<file path="src/rtl/bnc_pkg.sv">
package bnc_pkg;
  localparam int CYC_W = 3;

  typedef enum logic [2:0] {
    ST_IDLE,
    ST_OPC,
    ST_OFS,
    ST_BASE,
    ST_PROBE,
    ST_FIX
  } seq_state_e;

  localparam logic [CYC_W-1:0] CYC_FALL  = CYC_W'(2);
  localparam logic [CYC_W-1:0] CYC_NEAR  = CYC_W'(3);
  localparam logic [CYC_W-1:0] CYC_FAR   = CYC_W'(4);
endpackage

</file>
<file path="src/rtl/bnc_lo_add.sv">
module bnc_lo_add #(
  parameter int DATA_W = 8
) (
  input  logic [DATA_W-1:0] lo_byte,
  input  logic [DATA_W-1:0] off_byte,
  output logic [DATA_W-1:0] lo_sum,
  output logic              lo_cross,
  output logic              lo_fwd
);
  logic [DATA_W:0] wide_sum;
  logic            neg;

  always_comb begin
    wide_sum = {1'b0, lo_byte} + {1'b0, off_byte};
    neg      = off_byte[DATA_W-1];
    lo_sum   = wide_sum[DATA_W-1:0];
    // a carry with a positive offset or no carry with a negative one leaves the page
    lo_cross = wide_sum[DATA_W] ^ neg;
    lo_fwd   = ~neg;
  end
endmodule

</file>
<file path="src/rtl/bnc_page_fix.sv">
module bnc_page_fix #(
  parameter int PAGE_W = 8
) (
  input  logic [PAGE_W-1:0] page_in,
  input  logic              page_up,
  output logic [PAGE_W-1:0] page_out
);
  localparam logic [PAGE_W-1:0] STEP = PAGE_W'(1);

  logic [PAGE_W-1:0] inc_v;
  logic [PAGE_W-1:0] dec_v;

  always_comb begin
    inc_v    = page_in + STEP;
    dec_v    = page_in - STEP;
    page_out = page_up ? inc_v : dec_v;
  end
endmodule

</file>
<file path="src/rtl/bnc_result_hold.sv">
module bnc_result_hold #(
  parameter int ADDR_W = 16,
  parameter int CYC_W  = 3
) (
  input  logic              clk,
  input  logic              rst_n,
  input  logic              ld_en,
  input  logic [ADDR_W-1:0] ld_pc,
  input  logic [CYC_W-1:0]  ld_cycles,
  input  logic              res_ready,
  output logic              res_valid,
  output logic [ADDR_W-1:0] res_pc,
  output logic [CYC_W-1:0]  res_cycles
);
  always_ff @(posedge clk or negedge rst_n) begin
    if (!rst_n) begin
      res_valid  <= 1'b0;
      res_pc     <= '0;
      res_cycles <= '0;
    end else if (ld_en) begin
      res_valid  <= 1'b1;
      res_pc     <= ld_pc;
      res_cycles <= ld_cycles;
    end else if (res_valid && res_ready) begin
      res_valid  <= 1'b0;
    end
  end
endmodule

</file>
<file path="src/rtl/bnc_seq_fsm.sv">
module bnc_seq_fsm
  import bnc_pkg::*;
#(
  parameter int ADDR_W = 16,
  parameter int DATA_W = 8,
  localparam int PAGE_W = ADDR_W - DATA_W
) (
  input  logic              clk,
  input  logic              rst_n,
  input  logic              req_valid,
  output logic              req_ready,
  input  logic [ADDR_W-1:0] req_pc,
  input  logic              req_taken,
  input  logic              res_busy,
  output logic              rd_en,
  output logic [ADDR_W-1:0] rd_addr,
  output logic              rd_wrong_page,
  input  logic [DATA_W-1:0] rd_data,
  output logic [DATA_W-1:0] lo_byte,
  output logic [DATA_W-1:0] off_byte,
  input  logic [DATA_W-1:0] lo_sum,
  input  logic              lo_cross,
  input  logic              lo_fwd,
  output logic [PAGE_W-1:0] page_in,
  output logic              page_up,
  input  logic [PAGE_W-1:0] page_out,
  output logic              ld_en,
  output logic [ADDR_W-1:0] ld_pc,
  output logic [CYC_W-1:0]  ld_cycles
);
  localparam logic [ADDR_W-1:0] ONE = ADDR_W'(1);

  seq_state_e        state_q;
  logic [ADDR_W-1:0] pc_q;
  logic [DATA_W-1:0] off_q;
  logic              taken_q;
  logic              cross_q;
  logic              up_q;

  assign req_ready     = (state_q == ST_IDLE) && !res_busy;
  assign rd_en         = (state_q != ST_IDLE);
  assign rd_addr       = rd_en ? pc_q : '0;
  assign rd_wrong_page = (state_q == ST_PROBE) && cross_q;
  assign lo_byte       = pc_q[DATA_W-1:0];
  assign off_byte      = off_q;
  assign page_in       = pc_q[ADDR_W-1:DATA_W];
  assign page_up       = up_q;

  always_comb begin
    ld_en     = 1'b0;
    ld_pc     = pc_q;
    ld_cycles = CYC_FALL;
    unique case (state_q)
      ST_BASE:  if (!taken_q) ld_en = 1'b1;
      ST_PROBE: if (!cross_q) begin
                  ld_en     = 1'b1;
                  ld_cycles = CYC_NEAR;
                end
      ST_FIX:   begin
                  ld_en     = 1'b1;
                  ld_cycles = CYC_FAR;
                end
      default:  ld_en = 1'b0;
    endcase
  end

  always_ff @(posedge clk or negedge rst_n) begin
    if (!rst_n) begin
      state_q <= ST_IDLE;
      pc_q    <= '0;
      off_q   <= '0;
      taken_q <= 1'b0;
      cross_q <= 1'b0;
      up_q    <= 1'b0;
    end else begin
      unique case (state_q)
        ST_IDLE: begin
          if (req_valid && req_ready) begin
            pc_q    <= req_pc;
            taken_q <= req_taken;
            cross_q <= 1'b0;
            state_q <= ST_OPC;
          end
        end
        ST_OPC: begin
          pc_q    <= pc_q + ONE;
          state_q <= ST_OFS;
        end
        ST_OFS: begin
          off_q   <= rd_data;
          pc_q    <= pc_q + ONE;
          state_q <= ST_BASE;
        end
        ST_BASE: begin
          if (taken_q) begin
            pc_q    <= {pc_q[ADDR_W-1:DATA_W], lo_sum};
            cross_q <= lo_cross;
            up_q    <= lo_fwd;
            state_q <= ST_PROBE;
          end else begin
            state_q <= ST_IDLE;
          end
        end
        ST_PROBE: begin
          if (cross_q) begin
            pc_q    <= {page_out, pc_q[DATA_W-1:0]};
            state_q <= ST_FIX;
          end else begin
            state_q <= ST_IDLE;
          end
        end
        ST_FIX: begin
          cross_q <= 1'b0;
          state_q <= ST_IDLE;
        end
        default: state_q <= ST_IDLE;
      endcase
    end
  end
endmodule

</file>
<file path="src/rtl/bnc_branch_seq.sv">
module bnc_branch_seq
  import bnc_pkg::*;
#(
  parameter int ADDR_W = 16,
  parameter int DATA_W = 8
) (
  input  logic              clk,
  input  logic              rst_n,
  input  logic              req_valid,
  output logic              req_ready,
  input  logic [ADDR_W-1:0] req_pc,
  input  logic              req_taken,
  output logic              rd_en,
  output logic [ADDR_W-1:0] rd_addr,
  output logic              rd_wrong_page,
  input  logic [DATA_W-1:0] rd_data,
  output logic              res_valid,
  input  logic              res_ready,
  output logic [ADDR_W-1:0] res_pc,
  output logic [CYC_W-1:0]  res_cycles
);
  localparam int PAGE_W = ADDR_W - DATA_W;

  logic [DATA_W-1:0] lo_byte;
  logic [DATA_W-1:0] off_byte;
  logic [DATA_W-1:0] lo_sum;
  logic              lo_cross;
  logic              lo_fwd;
  logic [PAGE_W-1:0] page_in;
  logic              page_up;
  logic [PAGE_W-1:0] page_out;
  logic              ld_en;
  logic [ADDR_W-1:0] ld_pc;
  logic [CYC_W-1:0]  ld_cycles;

  bnc_seq_fsm #(.ADDR_W(ADDR_W), .DATA_W(DATA_W)) u_fsm (
    .clk(clk), .rst_n(rst_n),
    .req_valid(req_valid), .req_ready(req_ready), .req_pc(req_pc), .req_taken(req_taken),
    .res_busy(res_valid),
    .rd_en(rd_en), .rd_addr(rd_addr), .rd_wrong_page(rd_wrong_page), .rd_data(rd_data),
    .lo_byte(lo_byte), .off_byte(off_byte), .lo_sum(lo_sum), .lo_cross(lo_cross), .lo_fwd(lo_fwd),
    .page_in(page_in), .page_up(page_up), .page_out(page_out),
    .ld_en(ld_en), .ld_pc(ld_pc), .ld_cycles(ld_cycles)
  );

  bnc_lo_add #(.DATA_W(DATA_W)) u_lo (
    .lo_byte(lo_byte), .off_byte(off_byte),
    .lo_sum(lo_sum), .lo_cross(lo_cross), .lo_fwd(lo_fwd)
  );

  bnc_page_fix #(.PAGE_W(PAGE_W)) u_page (
    .page_in(page_in), .page_up(page_up), .page_out(page_out)
  );

  bnc_result_hold #(.ADDR_W(ADDR_W), .CYC_W(CYC_W)) u_res (
    .clk(clk), .rst_n(rst_n),
    .ld_en(ld_en), .ld_pc(ld_pc), .ld_cycles(ld_cycles),
    .res_ready(res_ready), .res_valid(res_valid), .res_pc(res_pc), .res_cycles(res_cycles)
  );
endmodule

</file>
<file path="config.mk">
export PLATFORM = sky130hd
export DESIGN_NAME = bnc_branch_seq
export DESIGN_NICKNAME = d
export VERILOG_FILES = /design/src/rtl/bnc_pkg.sv /design/src/rtl/bnc_lo_add.sv /design/src/rtl/bnc_page_fix.sv /design/src/rtl/bnc_result_hold.sv /design/src/rtl/bnc_seq_fsm.sv /design/src/rtl/bnc_branch_seq.sv
export SDC_FILE = /design/constraint.sdc
export NUM_CORES = 1
export LEC_CHECK = 0
export CAP_MARGIN = 15
export CORE_MARGIN = 1.5
export CORE_UTILIZATION = 54
export CTS_BUF_LIST = sky130_fd_sc_hd__clkbuf_4 sky130_fd_sc_hd__clkbuf_8
export CTS_CLUSTER_SIZE = 24
export DETAILED_ROUTE_END_ITERATION = 12
export PLACE_DENSITY = 0.83
export SLEW_MARGIN = 15
export SYNTH_ARGS = -nofsm -noshare
export SYNTH_HDL_FRONTEND = slang
export SYNTH_SLANG_ARGS = --single-unit
</file>
<file path="constraint.sdc">
create_clock -name clk -period 3 [get_ports clk]
set_input_delay 0.45 -clock clk [delete_from_list [all_inputs] [get_ports clk]]
set_output_delay 0.45 -clock clk [all_outputs]
set_load 0.005 [all_outputs]
</file>
======== Word level (Yosys, flattened, before mapping) ========
Index checks and enable logic that the tools add are counted.
word-level totals
  memory bits (read-only) ................. 0
  bits of input ports ..................... 29
  output and inout port bits .............. 39
  memories ................................ 0
  bits in registers ....................... 50
  RAM bits ................................ 0
  bits in latches ......................... 0
operators by class
  reductions and logical operators ........ 17
  shifts and indexed selects .............. 0
  $add $sub $neg .......................... 4
  $lt $le $gt $ge ......................... 0
  equality and inequality tests ........... 8
  multipliers ............................. 0
  divide/modulo/power cells ............... 0
  muxes and demuxes ....................... 20
  bitwise operators ....................... 4
operators with widths
  kind                                                                     number
  16-bit case mux with 4 select lines                                      1
  16-bit two-way mux                                                       3
  16-bit by 1-bit adder with 16-bit output, second input constant          1
  8-bit two-way mux                                                        2
  3-bit case mux with 5 select lines                                       1
  3-bit nonzero test                                                       4
  8-bit by 8-bit adder with 9-bit output                                   1
  3-bit two-way mux                                                        3
  8-bit by 1-bit adder with 8-bit output, second input constant            1
  4-bit AND reduction                                                      2
  8-bit by 1-bit subtractor with 8-bit output, second input constant       1
  1-bit two-way mux                                                        7
  3-bit by 2-bit == test with 1-bit output, second input constant          2
  3-bit == test, second input constant                                     2
  1-bit case mux with 3 select lines                                       2
  3-bit case mux with 2 select lines                                       1
  1-bit logical AND                                                        4
  2-bit by 1-bit inequality test with 1-bit output, second input constant  2
  2-bit AND reduction                                                      2
  3-bit by 1-bit == test with 1-bit output, second input constant          1
  3-bit zero test                                                          1
  1-bit NOT                                                                3
  3-bit AND reduction                                                      1
  2-bit inequality test, second input constant                             1
  4 further kinds                                                          4

======== Logic depth before layout (Yosys ltp) ========
Gate-level depths: netlist (run 1).
  depth after elaboration ................. 5
  gate-level depth with buffers ........... 8
  depth with buffers taken out ............ 7

======== Hierarchy ========
Synthesis (run 1) repeated with hierarchy kept, for this count alone.
second synthesis, totals
  cells, all modules ...................... 386
  area, all modules ....................... 3,733.6 sq um
by module, submodules not included
  module           cells an instance  instances  area each (sq um)
  bnc_seq_fsm      262                1          2,280.9
  bnc_result_hold  43                 1          819.5
  bnc_lo_add       45                 1          351.6
  bnc_page_fix     36                 1          281.5

======== Least setup slack after synthesis (run 1) ========
Ideal clock, no wire load.
  path kind ............................... flip-flop to flip-flop
  start point ............................. register u_fsm.pc_q[0] (netlist: u_fsm.ld_pc[0])
  end point ............................... register u_fsm.pc_q[6] (netlist: u_fsm.ld_pc[6])
  setup slack ............................. 0.923 ns
  cell stages (with the launch flop) ...... 8
  setup time .............................. 0.132 ns
  buffers on the path ..................... 0
  data arrival time ....................... 1.945 ns
  cells stage by stage .................... dfrtp_1 > ha_1 > fa_1 > a21o_1 > a221oi_1 > xnor2_1 > a221oi_1 > a211oi_1
between the ends
  longest elaborated chain between the ends .. 3
ends and longest elaborated chain
  item                                     RTL line           text
  start: declaration                       bnc_seq_fsm.sv:34  logic [ADDR_W-1:0] pc_q;
  start signal: assignment                 bnc_seq_fsm.sv:79  pc_q <= req_pc;
  start signal: assignment                 bnc_seq_fsm.sv:86  pc_q <= pc_q + ONE;
  start signal: assignment                 bnc_seq_fsm.sv:91  pc_q <= pc_q + ONE;
  8-bit by 8-bit adder with 9-bit output   bnc_lo_add.sv:14   wide_sum = {1'b0, lo_byte} + {1'b0, off_byte};
  8-bit two-way mux                        bnc_seq_fsm.sv:95  if (taken_q) begin
  16-bit case mux with 4 select lines (*)  bnc_seq_fsm.sv:76  unique case (state_q)
Mark *: on every way between the ends. The rest lies on a longest branch, timed or not. The select of a mux whose other input is x is not followed.
A chain may end at the register's enable or synchronous reset.

======== Worst setup path in the final report (run 1) ========
  start point ............................. register u_fsm.state_q[2]
  end point ............................... output port rd_addr[0]
between the ends
  longest elaborated chain between the ends .. 2
ends and longest elaborated chain
  item                      RTL line              text
  start: declaration        bnc_seq_fsm.sv:33     seq_state_e state_q;
  start signal: assignment  bnc_seq_fsm.sv:69     state_q <= ST_IDLE;
  start signal: assignment  bnc_seq_fsm.sv:82     state_q <= ST_OPC;
  start signal: assignment  bnc_seq_fsm.sv:87     state_q <= ST_OFS;
  3-bit nonzero test        bnc_seq_fsm.sv:41     assign rd_en = (state_q != ST_IDLE);
  16-bit two-way mux        bnc_seq_fsm.sv:42     assign rd_addr = rd_en ? pc_q : '0;
  end: declaration          bnc_branch_seq.sv:14  output logic [ADDR_W-1:0] rd_addr,
No other way between the ends.

==> results of run 1 <==
metrics by stage:
stage	cells	power (µW)	util [%]
floorplan	368	3730	-
global placement	497	4830	68.5
finish	505	5480	70.4
global route	505	5920	70.4
detailed placement	497	4930	68.5
CTS	505	5450	70.4
cell usage after synthesis, types with 3 or more instances:
cell type | number | area, µm²
sky130_fd_sc_hd__a21oi_1 | 24 | 120
sky130_fd_sc_hd__a22oi_1 | 3 | 22.5
sky130_fd_sc_hd__nand4_1 | 5 | 31.3
sky130_fd_sc_hd__nand2b_1 | 4 | 25.0
sky130_fd_sc_hd__nor3_1 | 6 | 30.0
sky130_fd_sc_hd__mux2i_1 | 6 | 60.1
sky130_fd_sc_hd__mux2_2 | 19 | 214
sky130_fd_sc_hd__inv_1 | 13 | 48.8
sky130_fd_sc_hd__a221oi_1 | 3 | 26.3
sky130_fd_sc_hd__o211ai_1 | 3 | 22.5
sky130_fd_sc_hd__a21o_1 | 7 | 52.6
sky130_fd_sc_hd__nor4_1 | 3 | 18.8
sky130_fd_sc_hd__ha_1 | 15 | 188
sky130_fd_sc_hd__nor2_1 | 21 | 78.8
sky130_fd_sc_hd__clkbuf_1 | 9 | 33.8
sky130_fd_sc_hd__o22ai_1 | 4 | 25.0
sky130_fd_sc_hd__o21ai_1 | 4 | 20.0
sky130_fd_sc_hd__nor3b_1 | 5 | 37.5
sky130_fd_sc_hd__dfrtp_1 | 50 | 1250
sky130_fd_sc_hd__and2_1 | 13 | 81.3
sky130_fd_sc_hd__nand3_1 | 14 | 70.1
sky130_fd_sc_hd__xnor2_1 | 10 | 87.6
sky130_fd_sc_hd__and3_1 | 4 | 25.0
sky130_fd_sc_hd__a211oi_1 | 4 | 30.0
sky130_fd_sc_hd__nand2_1 | 29 | 109
sky130_fd_sc_hd__xor2_1 | 6 | 52.6
sky130_fd_sc_hd__a211o_1 | 3 | 26.3
sky130_fd_sc_hd__o31ai_1 | 4 | 30.0
sky130_fd_sc_hd__o21ai_0 | 24 | 120
sky130_fd_sc_hd__nand3b_1 | 3 | 22.5
sky130_fd_sc_hd__buf_2 | 8 | 40.0
power by group:
part	switching, µW	total (µW)	internal (µW)
clock	239	489	250
sequential	403	1410	1010
combinational	1830	3570	1740
total	2470	5480	3000
logic make-up after synthesis:
family | Yosys count
flops | 50
simple gates | 119
buf+inv | 35
fa+ha+maj | 18
compound gates | 102
xor+xnor | 17
mux | 27
layer usage:
layer  routed length [µm]  GRT usage [%]  up-vias
met5                    0              0        -
met4                  221           11.0        0
met3                  583           4.84       24
met2                 4280           46.7      131
met1                 3790           36.6     1484
li1                     -              -     1468
final cells by class:
class,instances,share of cell area [%]
Clock inverter,3,1.04
Sequential cell,50,29.7
Multi-Input combinational cell,283,47.0
Inverter,15,1.34
Clock buffer,5,1.63
Timing Repair Buffer,74,17.0
Tap cell,75,2.23
state kept, by name, indices dropped and copies added, names as in the netlist:
signal,flops
u_res.res_valid,1
u_fsm.off_byte,8
u_fsm.taken_q,1
u_fsm.page_up,1
u_res.res_pc,16
u_fsm.state_q,3
u_fsm.ld_pc,16
u_res.res_cycles,3
u_fsm.cross_q,1
worst paths after layout:
check,startpoint,to,slack (ns),cells after the start
max in group asynchronous,rst_n,u_fsm.ld_pc[1],2.10,2
min in group clk,u_res.res_cycles[2],u_res.res_cycles[2],0.49,2
hold reg to reg,u_res.res_cycles[2],u_res.res_cycles[2],0.49,2
setup reg to reg,u_fsm.state_q[0],u_fsm.ld_pc[13],0.62,6
setup / recovery,u_fsm.state_q[2],rd_addr[0],0.16,5
hold / removal,rst_n,u_fsm.ld_pc[13],0.14,1
==> metrics.txt, run 1 <==
# TYPE chip_impl_metric gauge
chip_impl_info{name="result_of_the_run",value="completed"} 1
chip_impl_metric{name="report.final.slew_viol_count",unit=""} 0
chip_impl_metric{name="number_of_antenna_violations_at_the_first_check_in_global_routing",unit=""} 0
chip_impl_metric{name="ant_nets",unit=""} 0
chip_impl_metric{name="first_global_vias",unit=""} 3010
chip_impl_metric{name="pwr_density_cell",unit="nW/µm²"} 1300
chip_impl_metric{name="final_design_area_no_fill",unit="µm²"} 4220
chip_impl_metric{name="row_count",unit=""} 28
chip_impl_info{name="min_path_type",value="in -> async"} 1
chip_impl_info{name="combinational_family_with_the_most_area_after_synthesis",value="compound AO/OA/AOI/OAI gates"} 1
chip_impl_metric{name="syn-num-nets",unit=""} 414
chip_impl_metric{name="clock_skew",unit="ns"} 0.00826
chip_impl_metric{name="synth_xor_area_share",unit="%"} 4.63
chip_impl_metric{name="hpwl",unit="µm"} 6570
chip_impl_metric{name="htree_levels",unit=""} 2
chip_impl_metric{name="ys_warn_count",unit=""} 0
chip_impl_metric{name="global_route.overflow_total",unit=""} 0
chip_impl_metric{name="number_of_remaining_drc_errors",unit=""} 0
chip_impl_metric{name="preCtsSetupSlack",unit="ns"} 0.548
chip_impl_metric{name="post_dp_cell_area",unit="µm²"} 4100
chip_impl_metric{name="ys_ff_latch",unit=""} 50
chip_impl_metric{name="synth-edff-count",unit=""} 0
chip_impl_info{name="worst_path_max_delay_cell",value="sky130_fd_sc_hd__nor3_1"} 1
chip_impl_metric{name="syn-cell-area",unit="µm²"} 3380
chip_impl_metric{name="total_number_of_clock_tree_sinks",unit=""} 50
chip_impl_metric{name="route.detailed.wl_per_inst",unit="µm"} 17.6
chip_impl_metric{name="clk-insertion-delay-late",unit="ns"} 0.31
chip_impl_metric{name="first_pass_grt_wire_length",unit="µm"} 14400
chip_impl_metric{name="layout_min_cycle_time",unit="ns"} 2.84
chip_impl_metric{name="detailroute.via_count",unit=""} 3107
chip_impl_info{name="top_flip_flop_cell_by_instance_count_after_synthesis",value="sky130_fd_sc_hd__dfrtp_1"} 1
chip_impl_metric{name="initial_core_util",unit="%"} 56.4
chip_impl_metric{name="buffers_inserted_by_post_cts_timing_repair",unit=""} 0
chip_impl_info{name="worstSetupEndpointType",value="primary output"} 1
chip_impl_metric{name="synth-compound-area-share",unit="%"} 19.7
chip_impl_metric{name="critical_path_arrival",unit="ns"} 2.39
chip_impl_metric{name="drt-pass1-iter-count",unit=""} 5
chip_impl_metric{name="area.growth.synth_to_final",unit="%"} 24.7
chip_impl_metric{name="post_cts.resized_instances",unit=""} 0
chip_impl_metric{name="worstMarginPinSlew",unit="ns"} 1.09
chip_impl_metric{name="yosys.area_share.simple",unit="%"} 18.4
chip_impl_metric{name="crit_fanout",unit=""} 18
chip_impl_info{name="rsz0062_at_grt",value="no"} 1
chip_impl_info{name="worstSetupStartpointType",value="register"} 1
chip_impl_info{name="clock_tree.root_cell",value="sky130_fd_sc_hd__clkbuf_8"} 1
chip_impl_metric{name="initial_detailed_routing_violation_count",unit=""} 229
chip_impl_metric{name="leakagePower",unit="µW"} 0.00179
chip_impl_metric{name="synth-async-reset-ratio",unit="%"} 100
chip_impl_metric{name="io_pins",unit=""} 68
chip_impl_metric{name="layout.nets",unit=""} 475
chip_impl_metric{name="peakVddDrop",unit="V"} 0.000625
chip_impl_metric{name="timing.slew.headroom",unit="%"} 27.4
chip_impl_metric{name="setup_viol_count_final",unit=""} 0
chip_impl_metric{name="max_clock_freq",unit="MHz"} 352
chip_impl_metric{name="cts_buffer_depth",unit=""} 2
chip_impl_metric{name="setup_total_negative_slack",unit="ns"} 0
chip_impl_metric{name="synth-adder-area-share",unit="%"} 7.03
chip_impl_info{name="commonest_non_fill_non_tap_cell_in_the_layout",value="sky130_fd_sc_hd__clkdlybuf4s50_1"} 1
chip_impl_metric{name="design.core.area",unit="µm²"} 5990
chip_impl_metric{name="hold_buffers",unit=""} 0
chip_impl_metric{name="fp.dieArea",unit="µm²"} 6740
chip_impl_metric{name="antennaDiodeCount",unit=""} 0
chip_impl_metric{name="critical_path.max_stage_delay",unit="ns"} 0.46
chip_impl_metric{name="synth.avg_cell_area",unit="µm²"} 9.19
chip_impl_metric{name="syn_inst",unit=""} 368
chip_impl_metric{name="global_route.usage.total",unit="%"} 28.2
chip_impl_metric{name="port_buffer_count",unit=""} 67
chip_impl_metric{name="muxShareOfSynthArea",unit="%"} 8.77
chip_impl_metric{name="finalHoldViolations",unit=""} 0
chip_impl_info{name="path_class",value="reg -> out"} 1
chip_impl_metric{name="ys_types",unit=""} 64
chip_impl_metric{name="fillers",unit=""} 496
chip_impl_metric{name="fraction_of_the_yosys_area_taken_by_sequential_cells",unit="%"} 37.0
chip_impl_metric{name="cts_buffers",unit=""} 5
chip_impl_metric{name="register_area",unit="µm²"} 1250
chip_impl_metric{name="post_drt_via_cell_ratio",unit=""} 6.15
chip_impl_metric{name="crit_required",unit="ns"} 2.55
chip_impl_metric{name="min_period_over_period",unit="%"} 94.6
chip_impl_metric{name="finalWeightedCongestion",unit=""} 0.885
chip_impl_metric{name="drv.max_cap_violation_count",unit=""} 0
chip_impl_metric{name="fin_hold_ws",unit="ns"} 0.140
chip_impl_metric{name="final.setup.worst_slack",unit="ns"} 0.162
chip_impl_metric{name="layout-drive-gt1-share",unit="%"} 10.5
chip_impl_metric{name="cts.clk_slew.worst_paths",unit="ns"} 0.09
chip_impl_metric{name="die_width",unit="µm"} 82.1
chip_impl_info{name="timing.critical_path.cells",value="buf_4, nor3_1, inv_2, and2_1, clkdlybuf4s50_1"} 1
chip_impl_metric{name="buffer_and_inverter_count_on_the_worst_path",unit=""} 3
chip_impl_info{name="top_library_cells_by_usage_in_the_layout_fill_and_taps_aside",value="66 x sky130_fd_sc_hd__clkdlybuf4s50_1, 50 x sky130_fd_sc_hd__dfrtp_1, 29 x sky130_fd_sc_hd__nand2_1"} 1
chip_impl_metric{name="die_height",unit="µm"} 82.1
chip_impl_info{name="critPathTopFamily",value="buffers and inverters"} 1
chip_impl_metric{name="grt_max_degree",unit=""} 27
chip_impl_metric{name="multiInputGateArea",unit="µm²"} 1980
chip_impl_metric{name="routed_wl",unit="µm"} 8880
chip_impl_info{name="cts_tree",value="yes"} 1
(Power assumes the default switching activity.)
==> run 2, diff against run 1 <==
Settings changed: SLEW_MARGIN 15 to unset.
==> results of run 2 <==
Final layout, timing and power as in run 1 (identical DEF).
==> run 3, diff against run 2 <==
Settings changed: ABC_CLOCK_PERIOD_IN_PS set to 3000, CTS_BUF_LIST sky130_fd_sc_hd__clkbuf_4 sky130_fd_sc_hd__clkbuf_8 to sky130_fd_sc_hd__clkbuf_2.
==> run 3 against run 2 <==
Effect of this change: combinational power is essentially flat; count of clock-buffer cells in the layout is the same; final area shrank 0.56%; total power shrank 1.6%; utilization shrank 0.40 points; sequential power is essentially flat; die area is the same; cell count grew 0.20%; hold slack gained 0.33 ns; maximum frequency grew 3.5%; largest power group unchanged; flip-flop and latch count is the same.
==> metrics.txt, run 3 (synthesized netlist as in run 1, its figures left out) <==
# TYPE chip_impl_metric gauge
chip_impl_metric{name="layout.nets",unit=""} 476
chip_impl_metric{name="cts_buffers",unit=""} 5
chip_impl_metric{name="pwr-share-clk",unit="%"} 7.0
chip_impl_metric{name="io_pins",unit=""} 68
chip_impl_metric{name="layout-drive-gt1-share",unit="%"} 10.9
chip_impl_metric{name="finalHoldViolations",unit=""} 0
chip_impl_metric{name="pwr_density_cell",unit="nW/µm²"} 1290
chip_impl_metric{name="detailroute.via_count",unit=""} 3136
chip_impl_metric{name="final_design_area_no_fill",unit="µm²"} 4190
chip_impl_metric{name="post_drt_via_cell_ratio",unit=""} 6.20
chip_impl_metric{name="row_count",unit=""} 28
chip_impl_metric{name="timing.slew.headroom",unit="%"} 27.6
chip_impl_info{name="worstSetupEndpointType",value="primary output"} 1
chip_impl_metric{name="crit_required",unit="ns"} 2.55
chip_impl_metric{name="hpwl",unit="µm"} 6570
chip_impl_metric{name="critical_path.max_stage_delay",unit="ns"} 0.51
chip_impl_metric{name="die_height",unit="µm"} 82.1
chip_impl_metric{name="clock_skew",unit="ns"} 0.0282
chip_impl_metric{name="grt_max_degree",unit=""} 27
chip_impl_info{name="critPathTopFamily",value="buffers and inverters"} 1
chip_impl_metric{name="global_route.usage.total",unit="%"} 28.2
chip_impl_info{name="worst_path_max_delay_cell",value="sky130_fd_sc_hd__dfrtp_1"} 1
chip_impl_info{name="top_library_cells_by_usage_in_the_layout_fill_and_taps_aside",value="66 x sky130_fd_sc_hd__clkdlybuf4s50_1, 50 x sky130_fd_sc_hd__dfrtp_1, 29 x sky130_fd_sc_hd__nand2_1"} 1
chip_impl_metric{name="port_buffer_count",unit=""} 67
chip_impl_metric{name="number_of_antenna_violations_at_the_first_check_in_global_routing",unit=""} 0
chip_impl_metric{name="routed_wl",unit="µm"} 9010
chip_impl_metric{name="clk-insertion-delay-late",unit="ns"} 0.46
chip_impl_metric{name="first_global_vias",unit=""} 3018
chip_impl_info{name="clock_tree.root_cell",value="sky130_fd_sc_hd__clkbuf_2"} 1
chip_impl_metric{name="finalWeightedCongestion",unit=""} 0.885
chip_impl_info{name="min_path_type",value="in -> async"} 1
chip_impl_metric{name="drv.max_cap_violation_count",unit=""} 0
chip_impl_metric{name="r2r_cells",unit=""} 6
chip_impl_metric{name="global_route.overflow_total",unit=""} 0
chip_impl_metric{name="swShare",unit="%"} 46.2
chip_impl_metric{name="report.final.slew_viol_count",unit=""} 0
chip_impl_info{name="cts_tree",value="yes"} 1
chip_impl_metric{name="power_frac_comb",unit="%"} 66.7
chip_impl_metric{name="max_clock_freq",unit="MHz"} 365
chip_impl_metric{name="post_dp_cell_area",unit="µm²"} 4100
chip_impl_metric{name="route.detailed.wl_per_inst",unit="µm"} 17.8
chip_impl_metric{name="number_of_remaining_drc_errors",unit=""} 0
chip_impl_info{name="path_class",value="reg -> out"} 1
chip_impl_metric{name="area.growth.synth_to_final",unit="%"} 24.0
chip_impl_metric{name="critical_path_arrival",unit="ns"} 2.29
chip_impl_metric{name="cts_buffer_depth",unit=""} 2
chip_impl_info{name="timing.critical_path.cells",value="buf_4, nor3_2, inv_2, and2_1, clkdlybuf4s50_1"} 1
chip_impl_metric{name="min_period_over_period",unit="%"} 91.4
chip_impl_metric{name="utilization",unit="%"} 70.0
chip_impl_info{name="result_of_the_run",value="completed"} 1
chip_impl_metric{name="cts.clk_slew.worst_paths",unit="ns"} 0.29
chip_impl_metric{name="switchingPower",unit="µW"} 2490
chip_impl_metric{name="setup_viol_count_final",unit=""} 0
chip_impl_info{name="rsz0062_at_grt",value="no"} 1
chip_impl_metric{name="crit_fanout",unit=""} 18
chip_impl_metric{name="initial_core_util",unit="%"} 56.4
chip_impl_metric{name="setup_total_negative_slack",unit="ns"} 0
chip_impl_metric{name="total_number_of_clock_tree_sinks",unit=""} 50
chip_impl_metric{name="design.core.area",unit="µm²"} 5990
chip_impl_metric{name="final.setup.worst_slack",unit="ns"} 0.257
chip_impl_metric{name="initial_detailed_routing_violation_count",unit=""} 235
chip_impl_metric{name="pwr-share-seq",unit="%"} 26.3
chip_impl_metric{name="buffer_and_inverter_count_on_the_worst_path",unit=""} 3
chip_impl_metric{name="first_pass_grt_wire_length",unit="µm"} 14400
chip_impl_metric{name="preCtsSetupSlack",unit="ns"} 0.548
chip_impl_info{name="worstSetupStartpointType",value="register"} 1
chip_impl_metric{name="report.power.total",unit="µW"} 5390
chip_impl_metric{name="ant_nets",unit=""} 0
chip_impl_metric{name="peakVddDrop",unit="V"} 0.000621
chip_impl_info{name="worst_setup_path_startpoint",value="u_fsm.state_q[2]"} 1
chip_impl_info{name="r2r-end",value="u_fsm.ld_pc[13]"} 1
chip_impl_metric{name="htree_levels",unit=""} 2
chip_impl_metric{name="rrSetupSlack",unit="ns"} 0.57
chip_impl_info{name="r2r-start",value="u_fsm.state_q[0]"} 1
chip_impl_metric{name="drt-pass1-iter-count",unit=""} 5
chip_impl_metric{name="antennaDiodeCount",unit=""} 0
chip_impl_metric{name="fp.dieArea",unit="µm²"} 6740
chip_impl_metric{name="layout_min_cycle_time",unit="ns"} 2.74
chip_impl_metric{name="cell_internal_power_dissipation",unit="µW"} 2900
chip_impl_metric{name="leakagePower",unit="µW"} 0.00178
chip_impl_metric{name="worstMarginPinSlew",unit="ns"} 1.08
chip_impl_metric{name="die_width",unit="µm"} 82.1
chip_impl_info{name="commonest_non_fill_non_tap_cell_in_the_layout",value="sky130_fd_sc_hd__clkdlybuf4s50_1"} 1
chip_impl_metric{name="fillers",unit=""} 508
-- run 3: worst max-delay path by stage --
stage	end	slack, ns	cells past startpoint
floorplan	u_fsm.ld_pc[6]	0.92	7
global placement	u_fsm.ld_pc[13]	0.58	6
detailed placement	u_fsm.ld_pc[13]	0.55	6
CTS	rd_addr[0]	0.02	5
global route	rd_addr[13]	0.14	5
finish	rd_addr[0]	0.26	5
-- run 3: timing repair --
item / CTS / global route
buffers inserted: 0 / 0
endpoints found under the hold margin: 24 / 0
endpoints found under the setup margin: 0 / 15
resized for setup: 0 / 2
hold buffers: 1 / 0
-- run 3: per-stage QoR --
step / hold WS, ns / cells
finish: 0.466 / 506
global route: 0.497 / 506
CTS: 0.501 / 506
detailed placement: 0.467 / 497
global placement: 0.462 / 497
floorplan: 0.154 / 368
-- run 3: layout make-up --
cell class	instances	area [µm²]	area share, %
flip-flops and latches	50	1250	29.9
multi-input cells	283	1990	47.6
clock inverters	3	43.8	1.04
clock buffers	5	25.0	0.597
repair buffers	75	728	17.4
well taps	75	93.8	2.24
inverters	15	56.3	1.34
-- run 3: worst reg2reg max path, delay by kind of cell (launching register included) --
| family | cells | cell delay [ns] |
|---|---|---|
| DFF | 1 | 0.56 |
| and+or+nand+nor | 1 | 0.85 |
| AOI/OAI and AO/OA | 3 | 0.51 |
| buffers and inverters | 2 | 0.44 |
-- run 3: power groups by stage --
stage               Clock [µW]  Sequential, µW  Combinational [µW]
finish                     380            1420                3590
global route               409            1470                3930
CTS                        382            1400                3550
detailed placement           0            1420                3520
global placement             0            1400                3430
floorplan                    0            1270                2460
-- run 3: metal layers --
metal	vias up	wire length (µm)	global-route usage (%)
met5	-	0	0
met4	0	183	10.0
met3	22	552	5.05
met2	136	4450	47.1
met1	1506	3820	36.6
li1	1472	-	-
